File: config.mk
export PLATFORM = sky130hd
export DESIGN_NAME = rbx_rx_expander
export DESIGN_NICKNAME = d
export VERILOG_FILES = /design/src/rtl/rbx_pkg.sv /design/src/rtl/rbx_sync_classifier.sv /design/src/rtl/rbx_law_expander.sv /design/src/rtl/rbx_out_stage.sv /design/src/rtl/rbx_rx_expander.sv
export SDC_FILE = /design/constraint.sdc
export NUM_CORES = 1
export LEC_CHECK = 0
export BUFFER_PORTS_ARGS = -buffer_cell sky130_fd_sc_hd__buf_2
export CORE_ASPECT_RATIO = 0.5
export CORE_UTILIZATION = 35
export CTS_CLUSTER_DIAMETER = 40
export DETAILED_ROUTE_END_ITERATION = 8
export PLACE_DENSITY = 0.56
export RECOVER_POWER = 100
export SLEW_MARGIN = 10
export SYNTH_ARGS = -nofsm -noshare
export SYNTH_HDL_FRONTEND = slang
export SYNTH_HIERARCHICAL = 1
export SYNTH_SLANG_ARGS = --single-unit
File: constraint.sdc
create_clock -name pclk_i -period 3.6 [get_ports pclk_i]
set_input_delay 0.72 -clock pclk_i [delete_from_list [all_inputs] [get_ports pclk_i]]
set_output_delay 0.72 -clock pclk_i [all_outputs]
set_load 0.02 [all_outputs]
File: src/rtl/rbx_pkg.sv
package rbx_pkg;
  typedef enum logic {
    FRAME_NORMAL = 1'b0,
    FRAME_ROBBED = 1'b1
  } frame_class_e;

  localparam int unsigned BYTE_W   = 8;
  localparam int unsigned LIN_W    = 16;
  localparam logic [7:0]  ALAW_XOR = 8'h55;
  localparam logic [15:0] MU_BIAS  = 16'd66;
endpackage

File: src/rtl/rbx_sync_classifier.sv
module rbx_sync_classifier
  import rbx_pkg::*;
#(
  parameter int unsigned PULSE_CYCLES = 2
) (
  input  logic         pclk_i,
  input  logic         rst_n_i,
  input  logic         fs_i,
  input  logic         rb_en_i,
  input  logic         mulaw_i,
  output frame_class_e class_o,
  output logic         pulse_end_o
);
  localparam int unsigned CNT_W = $clog2(PULSE_CYCLES + 2);
  localparam logic [CNT_W-1:0] CNT_SAT    = CNT_W'(PULSE_CYCLES + 1);
  localparam logic [CNT_W-1:0] CNT_TARGET = CNT_W'(PULSE_CYCLES);

  logic             fs_q;
  logic [CNT_W-1:0] run_cnt;
  logic             last_was_target;
  frame_class_e     class_q;
  logic             hit_target;

  assign pulse_end_o = fs_q && !fs_i;
  assign hit_target  = (run_cnt == CNT_TARGET);
  assign class_o     = class_q;

  always_ff @(negedge pclk_i or negedge rst_n_i) begin
    if (!rst_n_i) begin
      fs_q            <= 1'b0;
      run_cnt         <= '0;
      last_was_target <= 1'b0;
      class_q         <= FRAME_NORMAL;
    end else begin
      fs_q <= fs_i;
      if (fs_i) begin
        if (!fs_q)                run_cnt <= CNT_W'(1);
        else if (run_cnt != CNT_SAT) run_cnt <= run_cnt + CNT_W'(1);
      end
      if (pulse_end_o) begin
        last_was_target <= hit_target;
        class_q <= (rb_en_i && mulaw_i && hit_target && !last_was_target)
                   ? FRAME_ROBBED : FRAME_NORMAL;
      end
    end
  end
endmodule

File: src/rtl/rbx_law_expander.sv
module rbx_law_expander
  import rbx_pkg::*;
#(
  parameter int unsigned SAMPLE_W     = 16,
  parameter bit          SUPPORT_ALAW = 1'b1
) (
  input  logic [BYTE_W-1:0]   byte_i,
  input  logic                mulaw_i,
  input  logic                robbed_i,
  output logic [SAMPLE_W-1:0] sample_o
);
  logic [7:0]       code;
  logic [2:0]       seg;
  logic [3:0]       man;
  logic [5:0]       mu_step;
  logic [LIN_W-1:0] mu_mag;
  logic [LIN_W-1:0] a_mag;
  logic [LIN_W-1:0] mag;
  logic [LIN_W-1:0] signed_lin;
  logic             negative;

  assign code = mulaw_i ? ~byte_i : (byte_i ^ ALAW_XOR);
  assign seg  = code[6:4];
  assign man  = code[3:0];

  // robbed: bit 0 of the mantissa replaced by half its weight
  assign mu_step = (mulaw_i && robbed_i) ? {man[3:1], 1'b0, 2'b10}
                                         : {man, 2'b00};
  assign mu_mag  = ((LIN_W'(mu_step) + MU_BIAS) << seg) - MU_BIAS;

  generate
    if (SUPPORT_ALAW) begin : g_alaw
      logic [LIN_W-1:0] a_lin;
      always_comb begin
        if (seg == 3'd0) a_lin = LIN_W'({man, 1'b1});
        else             a_lin = LIN_W'({1'b1, man, 1'b1}) << (seg - 3'd1);
      end
      assign a_mag = a_lin << 2;
    end else begin : g_no_alaw
      assign a_mag = '0;
    end
  endgenerate

  assign negative   = mulaw_i ? code[7] : !code[7];
  assign mag        = mulaw_i ? mu_mag : a_mag;
  assign signed_lin = negative ? (~mag + LIN_W'(1)) : mag;
  assign sample_o   = SAMPLE_W'($signed(signed_lin));
endmodule

File: src/rtl/rbx_out_stage.sv
module rbx_out_stage #(
  parameter int unsigned SAMPLE_W = 16
) (
  input  logic                pclk_i,
  input  logic                rst_n_i,
  input  logic                in_valid_i,
  output logic                in_ready_o,
  input  logic [SAMPLE_W-1:0] in_data_i,
  output logic                out_valid_o,
  input  logic                out_ready_i,
  output logic [SAMPLE_W-1:0] out_data_o
);
  assign in_ready_o = !out_valid_o || out_ready_i;

  always_ff @(negedge pclk_i or negedge rst_n_i) begin
    if (!rst_n_i) begin
      out_valid_o <= 1'b0;
      out_data_o  <= '0;
    end else if (in_ready_o) begin
      out_valid_o <= in_valid_i;
      if (in_valid_i) out_data_o <= in_data_i;
    end
  end
endmodule

File: src/rtl/rbx_rx_expander.sv
module rbx_rx_expander
  import rbx_pkg::*;
#(
  parameter int unsigned PULSE_CYCLES = 2,
  parameter int unsigned SAMPLE_W     = 16,
  parameter bit          SUPPORT_ALAW = 1'b1
) (
  input  logic                pclk_i,
  input  logic                rst_n_i,
  input  logic                fs_i,
  input  logic                rb_en_i,
  input  logic                mulaw_i,
  input  logic                in_valid_i,
  output logic                in_ready_o,
  input  logic [7:0]          in_byte_i,
  output logic                out_valid_o,
  input  logic                out_ready_i,
  output logic [SAMPLE_W-1:0] out_sample_o
);
  frame_class_e        frame_class;
  logic                pulse_end;
  logic                robbed;
  logic [SAMPLE_W-1:0] lin_sample;

  rbx_sync_classifier #(.PULSE_CYCLES(PULSE_CYCLES)) u_cls (
    .pclk_i      (pclk_i),
    .rst_n_i     (rst_n_i),
    .fs_i        (fs_i),
    .rb_en_i     (rb_en_i),
    .mulaw_i     (mulaw_i),
    .class_o     (frame_class),
    .pulse_end_o (pulse_end)
  );

  assign robbed = (frame_class == FRAME_ROBBED);

  rbx_law_expander #(.SAMPLE_W(SAMPLE_W), .SUPPORT_ALAW(SUPPORT_ALAW)) u_exp (
    .byte_i   (in_byte_i),
    .mulaw_i  (mulaw_i),
    .robbed_i (robbed),
    .sample_o (lin_sample)
  );

  rbx_out_stage #(.SAMPLE_W(SAMPLE_W)) u_out (
    .pclk_i      (pclk_i),
    .rst_n_i     (rst_n_i),
    .in_valid_i  (in_valid_i),
    .in_ready_o  (in_ready_o),
    .in_data_i   (lin_sample),
    .out_valid_o (out_valid_o),
    .out_ready_i (out_ready_i),
    .out_data_o  (out_sample_o)
  );
endmodule

Yosys cells after proc, flatten, opt, wreduce, memory -nomap -nowiden
Index checks and enable logic that the tools add are counted.
W data, S select, Z words.
- add/subtract/negate cells: 5
- multiply operators: 0
- div/mod/pow operators: 0
- magnitude comparators: 0
- equal/unequal tests: 3
- shift operators: 2
- muxes and demuxes: 9
- bitwise operators: 3
- reduce and logical (&&, ||, !) cells: 13
- operator list (cell ; count):
    $mux W16 ; 2
    $add A16 B1 Y16 const B ; 1
    $not A16 Y16 ; 1
    $shl A16 B3 Y16 ; 1
    $sub A16 B7 Y16 const B ; 1
    $mux W14 ; 1
    $shl A6 B3 Y14 ; 1
    $add A6 B7 Y8 const B ; 1
    $mux W8 ; 1
    $not A8 Y8 ; 1
    $logic_and A1 B1 Y1 ; 5
    $logic_not A1 Y1 ; 4
    $mux W2 ; 2
    $ne A2 B2 Y1 const B ; 2
    $not A4 Y4 ; 1
    $reduce_and A2 Y1 ; 2
    $logic_not A3 Y1 ; 1
    $mux W3 ; 1
    $sub A3 B1 Y3 const B ; 1
    $add A2 B1 Y2 const B ; 1
    $eq A2 B2 Y1 const B ; 1
    $mux W1 ; 2
    $logic_or A1 B1 Y1 ; 1
- bits in registers: 22
- latch bits: 0
- memory bits (writable): 0
- bits in read-only memories: 0
- input bits: 15
- word-level logic and storage cells: 41
- memories: 0

Logic depth before layout (Yosys ltp)
Gate-level depths: netlist of the first run.
- word-level depth: 10
- gate-level depth with buffers: 17
- gate-level depth less buffers: 14

Hierarchy
Netlist of the first run, hierarchy kept.
- modules (own cells, without submodules) (module ; instances ; cells each ; area each (um^2)):
    rbx_law_expander ; 1 ; 237 ; 1641.6
    rbx_out_stage ; 1 ; 37 ; 695.7
    rbx_sync_classifier ; 1 ; 18 ; 251.5

==> metrics.md, run 1 <==
| Metric | Value |
|---|---|
| Post-synthesis compound-gate area fraction | 0.250 |
| Post-synth top cells | nand2_1 (23), dfrtn_1 (22), nor2_1 (22) |
| Ys flop type | dfrtn_1 |
| Remaining DRCs | 0 |
| 1st-pass router iterations | 4 |
| Clock sinks | 22 |
| Syn nets | 315 |
| Hold buffer count at cts | 0 |
| Outcome | complete, but fails checks |
| Antenna Cells | 0 |
| Syn. warnings | 6 |
| CP Cell Sequence | buf_12 > or4b_4 > nand3_4 > o2111ai_4 > o311ai_4 > buf_4 > xnor2_2 > a21oi_2 > nor3b_4 > a41oi_2 > mux2_4 > mux2_2 |
| Die W | 124 um |
| Slowest stage delay, CP | 0.56 ns |
| Post-Syn Instances | 292 |
| Leak | 1.89 nW |
| Asr flop ratio synth | 1.00 |
| Worst slack at placement | -1.93 ns |
| Synth cell types | 77 |
| Total track usage | 0.212 |
| Layout cells sized above 1 | 0.548 |
| Relative slew margins | 0.201 |
| Worst hold margin | 0.454 ns |
| Peak VDD IR | 0.204 mV |
| Failing checks | setup timing |
| CP top delay family | simple AND/OR/NAND/NOR gates |
| Final WL | 8.38 mm |
| Antenna-violating nets left | 0 |
| Port buffer count | 32 |
| Initial cell density of the core | 0.375 |
| Multi-input logic area | 2280 um2 |
| Power Dens Cells | 352 nW/um2 |
| Critical path peak fanout | 6 |
| Mapped cell area | 2590 um2 |
| Final setup TNS | -17.72 ns |
| Gr ovfl total | 0 |
| Clock slew at reported path FFs | 0.05 ns |
| Via-per-instance ratio | 5.51 |
| Final count of negative-setup-slack endpoints | 14 |
| Area grow syn2layout | 63.3% |
| Fillers | 559 |
| Seq cells post-synth | 22 |
| Detailed Place HPWL | 6.08 mm |
| GPL Wtd Cong | 0.890 |
| Clock Skews | 0.00123 ns |
| Synth Area in Adders | 0.0387 |
| CP bufs+invs | 2 |
| Critical Path RT | 1.93 ns |
| CTS tree | done |
| CP Capture Type | flop |
| Crit path arrival time | 3.40 ns |
| Synth top area cells | dfrtn_1 (21%), mux2_4 (5.8%), xnor2_1 (5.8%) |
| Critical path's slowest cell | or4b_4 |
| Largest net degree at the start of global routing | 23 |
| Row count | 21 |
| TritonCTS Buffers | 3 |
| H-tree depth | 1 |
| Final nets | 440 |
| Max cap viols | 0 |
| Fin cells | 508 |
| Avg WL per Cell | 16.5 um |
| Clock root cell | clkbuf_16 |
| Clock tree buffer depth | 2 |
| HP Class | reg2reg |
| Clk_lat worst skew | 0.28 ns |
| Pins Over Slew Limit | 0 |
| Share of the synthesized area in the top cell type | 0.213 |
| Worst Setup Start Kind | input pin |
| Vias in the first global route | 2684 |
| Die height | 62.8 um |
| Final hold violations | 0 |
| Unrepaired setup endpoints after global routing | yes |
| Die area | 7770 um2 |
| Sequential fraction of the synthesis area | 0.213 |
| Initial antenna violation count | 0 |
| Global-route wire length before repair | 13.1 mm |
| Final setup margin | -1.47 ns |
| Largest family of logic cells by synthesized area | compound AO/OA/AOI/OAI gates |
| Top-count cell post-synth | nand2_1 |
| Biggest area consumer among synthesized cells | dfrtn_1 |
| Pwr Total | 0.00149 W |
| Placed Instances | 478 |
| Number of flops mapped to enable cells by yosys | 0 |
| Synth Area in XOR/XNOR | 0.0744 |
| Core area | 6910 um2 |
| Worst Tran Pin Value | 1.20 ns |
| IO Pins | 33 |
| Setup CP Type | in2reg |
| DRT iter0 DRCs | 213 |
| Synthesized area per cell | 8.87 um2 |
| Mux contribution to synthesized area | 0.141 |
| Simple-Gate Fraction of Synth Area | 0.218 |
| Vias | 2800 |
| Sequential cell area | 551 um2 |
state kept, by name (all words and copies together), names as in the netlist:
| register | cells |
|---|---|
| u_cls/class_o | 1 |
| u_cls/run_cnt | 2 |
| u_out/out_data_o | 16 |
| u_cls/fs_q | 1 |
| u_out/out_valid_o | 1 |
| u_cls/last_was_target | 1 |
per-stage QoR:
step | area, um2 | util
6_report | 4230 | 0.612
5_1_grt | 4230 | 0.612
4_1_cts | 4030 | 0.583
3_5_place_dp | 3480 | 0.503
3_3_place_gp | 3480 | 0.503
2_1_floorplan | 2760 | -
where the power goes:
group	internal, W	total [W]	switching [W]
clock	0.000221	0.000312	0.0000916
sequential	0.000315	0.000355	0.0000402
combinational	0.000422	0.000821	0.000399
cell families after synthesis:
| group | Yosys count |
|---|---|
| other | 1 |
| AO/OA/AOI/OAI | 81 |
| flip-flops | 22 |
| adder cells (fa/ha/maj) | 8 |
| buffers and inverters | 31 |
| AND/OR/NAND/NOR | 98 |
| XOR/XNOR | 22 |
| multiplexers | 29 |
timing repair:
| item | 4_1_cts | 5_1_grt |
|---|---|---|
| cloned | 0 | 1 |
| setup endpoints to repair | 14 | 15 |
| resized for setup | 68 | 24 |
| pin swaps | 25 | 24 |
| setup buffers | 15 | 12 |
routing by layer:
metal / track usage / part of all wire
met2: 0.341 / 0.47
met5: 0 / 0
met4: 0.0617 / 0.0089
met3: 0.0109 / 0.035
met1: 0.303 / 0.48
worst paths after layout:
path | startpoint | end | slack (ns) | depth (start not counted)
max | in_byte_i[5] | u_out/out_data_o[12]$_DFFE_NN0P_ | -1.47 | 12
min | u_cls/last_was_target$_DFFE_NN0P_ | u_cls/last_was_target$_DFFE_NN0P_ | 0.45 | 1
max reg2reg | u_cls/class_o$_DFFE_NN0P_ | u_out/out_data_o[12]$_DFFE_NN0P_ | 0.30 | 13
min reg2reg | u_cls/last_was_target$_DFFE_NN0P_ | u_cls/last_was_target$_DFFE_NN0P_ | 0.45 | 1
max in group asynchronous | rst_n_i | u_out/out_data_o[1]$_DFFE_NN0P_ | 0.52 | 1
min in group asynchronous | rst_n_i | u_out/out_valid_o$_DFFE_NN0P_ | 2.35 | 1
layout by cell type, fill, tap and decap left out, types with 8 or more instances in the layout:
cell type and count:
buf_4 95, buf_2 22, dfrtn_1 22, nand2_1 19, nor2_1 18, buf_6 15
xnor2_1 13, mux2_4 12, o21ai_0 11, mux2_2 8, mux2i_1 8
final cells by class:
type                    count  area share
clock inverters             1     0.00710
multi-input cells         239       0.539
clock buffers               3      0.0178
repair buffers            144       0.272
inverters                   7     0.00621
flip-flops and latches     22       0.130
well taps                  92      0.0272
(Power assumes the default switching activity.)
==> inputs of run 2 (changes only) <==
--- a/config.mk
+++ b/config.mk
@@ -12,6 +12,7 @@
 export DETAILED_ROUTE_END_ITERATION = 8
 export PLACE_DENSITY = 0.56
 export RECOVER_POWER = 100
+export SETUP_SLACK_MARGIN = 0.05
 export SLEW_MARGIN = 10
 export SYNTH_ARGS = -nofsm -noshare
 export SYNTH_HDL_FRONTEND = slang
==> metrics.md, run 2 (synthesized netlist as in run 1, its figures left out) <==
| Metric | Value |
|---|---|
| Leak | 1.85 nW |
| Final WL | 8.81 mm |
| Final count of negative-setup-slack endpoints | 14 |
| Worst R2R Start | u_cls/class_o$_DFFE_NN0P_ |
| Clock sinks | 22 |
| IO Pins | 33 |
| Commonest cells after routing, fill and taps aside | buf_4 (88), dfrtn_1 (22), clkbuf_1 (19) |
| Gr ovfl total | 0 |
| CTS tree | done |
| Fillers | 570 |
| Core area | 6910 um2 |
| Clock tree buffer depth | 2 |
| Top Registers | u_out/out_data_o: 16 flops, u_cls/run_cnt: 2 flops |
| Largest net degree at the start of global routing | 23 |
| H-tree depth | 1 |
| Die W | 124 um |
| Vias | 2837 |
| Most used cell, CP | mux2_4 |
| HP Class | reg2reg |
| Row count | 21 |
| GPL Wtd Cong | 0.909 |
| Worst Setup Start Kind | input pin |
| Failing checks | setup timing |
| Worst Tran Pin Value | 1.23 ns |
| Port buffer count | 32 |
| Detailed Place HPWL | 6.29 mm |
| Die area | 7770 um2 |
| CP Capture Type | flop |
| Crit. Startpoint | in_byte_i[4] |
| Register with the most flip-flops | u_out/out_data_o |
| Worst Hold Launch | u_out/out_data_o[0]$_DFFE_NN0P_ |
| CP bufs+invs | 1 |
| Antenna-violating nets left | 0 |
| Critical path's slowest cell | mux4_2 |
| 1st-pass router iterations | 5 |
| Commonest non-fill, non-tap cell in the layout | buf_4 |
| DRT iter0 DRCs | 137 |
| CP top delay family | multiplexers |
| Avg WL per Cell | 17.5 um |
| Total track usage | 0.226 |
| Placed Instances | 473 |
| Initial antenna violation count | 0 |
| Power Dens Cells | 345 nW/um2 |
| Critical Path RT | 1.93 ns |
| Crit path arrival time | 3.38 ns |
| Worst hold margin | 0.458 ns |
| Vias in the first global route | 2809 |
| Final setup margin | -1.45 ns |
| Slowest stage delay, CP | 0.52 ns |
| Antenna Cells | 0 |
| Relative slew margins | 0.183 |
| Unrepaired setup endpoints after global routing | yes |
| Area grow syn2layout | 62.6% |
| Max reg flops | 16 |
| Die height | 62.8 um |
| Via-per-instance ratio | 5.63 |
| Final nets | 436 |
| Max cap viols | 0 |
| Layout cells sized above 1 | 0.527 |
| Pins Over Slew Limit | 0 |
| TritonCTS Buffers | 3 |
| Clock slew at reported path FFs | 0.04 ns |
| CP Cell Sequence | buf_12 > nand2b_4 > o21a_1 > mux4_2 > o311ai_4 > a41o_1 > nand3_2 > nor4b_4 > a41oi_2 > mux2_4 > mux2_4 |
| Outcome | complete, but fails checks |
| Global-route wire length before repair | 13.9 mm |
| Remaining DRCs | 0 |
| Final hold violations | 0 |
| Peak VDD IR | 0.187 mV |
| Clock root cell | clkbuf_16 |
| Clk_lat worst skew | 0.28 ns |
| Clock Skews | 0.00119 ns |
| Hold buffer count at cts | 0 |
| Critical path peak fanout | 6 |
| Initial cell density of the core | 0.375 |
| Fin cells | 504 |
| Setup CP Type | in2reg |
[run 2: cell count changes in the layout (fill, tap and decap cells not counted), sizes merged]
cell and change:
bufinv -1, buf -19, clkbuf +16
[run 2: power by group]
group	internal (W)	total (W)	leakage, nW	switching (W)
registers	0.000315	0.000359	0.261	0.0000439
logic	0.000418	0.000834	1.55	0.000416
clock network	0.000170	0.000258	0.0442	0.0000882
[run 2: final timing paths]
kind	end	slack [ns]	depth (start not counted)
setup / recovery	u_out/out_data_o[12]$_DFFE_NN0P_	-1.45	11
hold / removal	u_out/out_data_o[0]$_DFFE_NN0P_	0.46	1
setup reg to reg	u_out/out_data_o[12]$_DFFE_NN0P_	0.33	10
hold reg to reg	u_out/out_data_o[0]$_DFFE_NN0P_	0.46	1
max in group asynchronous	u_out/out_data_o[15]$_DFFE_NN0P_	0.49	1
min in group asynchronous	u_out/out_data_o[4]$_DFFE_NN0P_	2.36	1
[run 2: per-layer routing]
metal | wire length, um | global-route usage | vias up
li1 | - | - | 1326
met1 | 4020 | 0.301 | 1382
met2 | 4200 | 0.390 | 107
met3 | 386 | 0.0155 | 22
met4 | 209 | 0.0633 | 0
met5 | 0 | 0 | -
[run 2: final cells by class]
class	instances	area, um2	area share
multi-input cells	239	2330	0.554
flip-flops and latches	22	551	0.131
repair buffers	140	1100	0.261
inverters	7	26.3	0.00624
clock buffers	4	88.8	0.0211
well taps	92	115	0.0273
[run 2: what timing repair did]
action / CTS / global route
setup endpoints to repair: 14 / 14
resized for setup: 68 / 40
hold endpoints to repair: 0 / 0
pin swaps: 34 / 21
buffers inserted: 17 / 11
cloned: 1 / 0
[run 2: through the flow]
stage / setup TNS, ns / setup WS, ns / power (W) / area (um2) / utilization
2_1_floorplan: -20.68 / -1.82 / 0.000800 / 2760 / -
6_report: -16.68 / -1.45 / 0.00145 / 4210 / 0.609
5_1_grt: -17.96 / -1.56 / 0.00153 / 4210 / 0.609
3_3_place_gp: -21.83 / -1.90 / 0.00102 / 3440 / 0.498
4_1_cts: -16.10 / -1.41 / 0.00139 / 3990 / 0.577
3_5_place_dp: -22.53 / -1.92 / 0.00104 / 3440 / 0.498
==> inputs of run 3 (changes only) <==
--- a/config.mk
+++ b/config.mk
@@ -11,7 +11,7 @@
 export CTS_CLUSTER_DIAMETER = 40
 export DETAILED_ROUTE_END_ITERATION = 8
 export PLACE_DENSITY = 0.56
-export RECOVER_POWER = 100
+export RECOVER_POWER = 50
 export SETUP_SLACK_MARGIN = 0.05
 export SLEW_MARGIN = 10
 export SYNTH_ARGS = -nofsm -noshare
==> metrics.md, run 3 (synthesized netlist as in run 1, its figures left out) <==
| Metric | Value |
|---|---|
| Max reg flops | 16 |
| DRT iter0 DRCs | 138 |
| Antenna-violating nets left | 0 |
| TritonCTS Buffers | 3 |
| Relative slew margins | 0.186 |
| Final count of negative-setup-slack endpoints | 14 |
| Dpl cell area | 3440 um2 |
| Via-per-instance ratio | 5.62 |
| Detailed Place HPWL | 6.29 mm |
| Initial antenna violation count | 0 |
| Final nets | 436 |
| Pint | 0.000917 W |
| Clock tree buffer depth | 2 |
| Critical Path RT | 1.93 ns |
| Clock slew at reported path FFs | 0.04 ns |
| Clock Skews | 0.00113 ns |
| Row count | 21 |
| Final setup margin | -1.44 ns |
| Peak VDD IR | 0.188 mV |
| Setup CP Type | in2reg |
| Switch Pwr | 0.000545 W |
| Total track usage | 0.226 |
| Global-route wire length before repair | 13.9 mm |
| Antenna Cells | 0 |
| Die area | 7770 um2 |
| Area grow syn2layout | 63.4% |
| HP Class | reg2reg |
| CP Capture Type | flop |
| Largest net degree at the start of global routing | 23 |
| 1st-pass router iterations | 4 |
| Max cap viols | 0 |
| CTS tree | done |
| Final WL | 8.77 mm |
| Crit path arrival time | 3.37 ns |
| Core area | 6910 um2 |
| Final setup TNS | -16.65 ns |
| Initial cell density of the core | 0.375 |
| Comb power frac | 0.579 |
| Outcome | complete, but fails checks |
| Clock Power Share | 0.176 |
| Pins Over Slew Limit | 0 |
| Gr ovfl total | 0 |
| Placed Instances | 473 |
| Reg power frac | 0.244 |
| Die height | 62.8 um |
| Pwr Total | 0.00146 W |
| Commonest cells after routing, fill and taps aside | buf_4 (89), buf_2 (26), dfrtn_1 (22) |
| Failing checks | setup timing |
| Layout cells sized above 1 | 0.568 |
| Register with the most flip-flops | u_out/out_data_o |
| Critical path peak fanout | 6 |
| Fin cells | 504 |
| Remaining DRCs | 0 |
| Top Registers | u_out/out_data_o: 16 flops, u_cls/run_cnt: 2 flops |
| Final hold violations | 0 |
| Unrepaired setup endpoints after global routing | yes |
| H-tree depth | 1 |
| Worst slack at placement | -1.92 ns |
| Commonest non-fill, non-tap cell in the layout | buf_4 |
| Port buffer count | 32 |
| Reg-to-reg slack, setup | 0.34 ns |
| Clock sinks | 22 |
| Worst Setup Start Kind | input pin |
| Avg WL per Cell | 17.4 um |
| Worst Tran Pin Value | 1.22 ns |
| IO Pins | 33 |
| Leak | 1.90 nW |
| Die W | 124 um |
| Switching share of power | 0.373 |
| Power Dens Cells | 346 nW/um2 |
| Clock root cell | clkbuf_16 |
| Clk_lat worst skew | 0.28 ns |
| Post-route cell area | 4230 um2 |
| Vias | 2832 |
| Vias in the first global route | 2809 |
| GPL Wtd Cong | 0.909 |
## run 3: worst paths after layout
check | startpoint | cells past startpoint | endpoint
setup / recovery | in_byte_i[4] | 11 | u_out/out_data_o[12]$_DFFE_NN0P_
max in group asynchronous | rst_n_i | 1 | u_out/out_data_o[15]$_DFFE_NN0P_
hold reg to reg | u_out/out_data_o[9]$_DFFE_NN0P_ | 1 | u_out/out_data_o[9]$_DFFE_NN0P_
min in group asynchronous | rst_n_i | 1 | u_out/out_data_o[4]$_DFFE_NN0P_
hold / removal | u_out/out_data_o[9]$_DFFE_NN0P_ | 1 | u_out/out_data_o[9]$_DFFE_NN0P_
setup reg to reg | u_cls/class_o$_DFFE_NN0P_ | 10 | u_out/out_data_o[12]$_DFFE_NN0P_
## run 3: metal layers
metal,part of all wire,global-route usage,up-vias
li1,-,-,1325
met1,0.44,0.301,1378
met2,0.48,0.390,109
met3,0.053,0.0155,20
met4,0.024,0.0633,0
met5,0,0,-
## run 3: worst max-delay path, cell delays in order
cell and delay (ns):
buf_12 0.11, nand2b_4 0.13, o21a_1 0.17, mux4_2 0.52
o311ai_4 0.37, a41o_1 0.24, nand3_2 0.11, nor4b_4 0.27
a41oi_2 0.16, mux2_4 0.30, mux2_4 0.27
## run 3: what timing repair did
item / 4_1_cts / 5_1_grt
setup buffers: 17 / 11
setup endpoints to repair: 14 / 14
pin swaps: 34 / 21
hold buffers: 0 / 0
cloned: 1 / 0
resized for setup: 68 / 40
## run 3: area by class of cell
class / count / area, um2
Clock buffer: 4 / 88.8
Fill cell: 562 / 2680
Inverter: 7 / 26.3
Multi-Input combinational cell: 239 / 2330
Sequential cell: 22 / 551
Tap cell: 92 / 115
Timing Repair Buffer: 140 / 1120
## run 3: per-stage QoR
stage	hold WS, ns	util
finish	0.454	0.612
CTS	0.458	0.577
floorplan	0.434	-
global route	0.479	0.612
detailed placement	0.458	0.498
global placement	0.443	0.498
## run 3: power by group through the flow
stage / Combinational, W / Clock, W / Sequential [W]
detailed placement: 0.000685 / 0 / 0.000360
CTS: 0.000774 / 0.000259 / 0.000356
global placement: 0.000662 / 0 / 0.000354
floorplan: 0.000384 / 0 / 0.000415
global route: 0.000901 / 0.000278 / 0.000368
finish: 0.000847 / 0.000258 / 0.000357
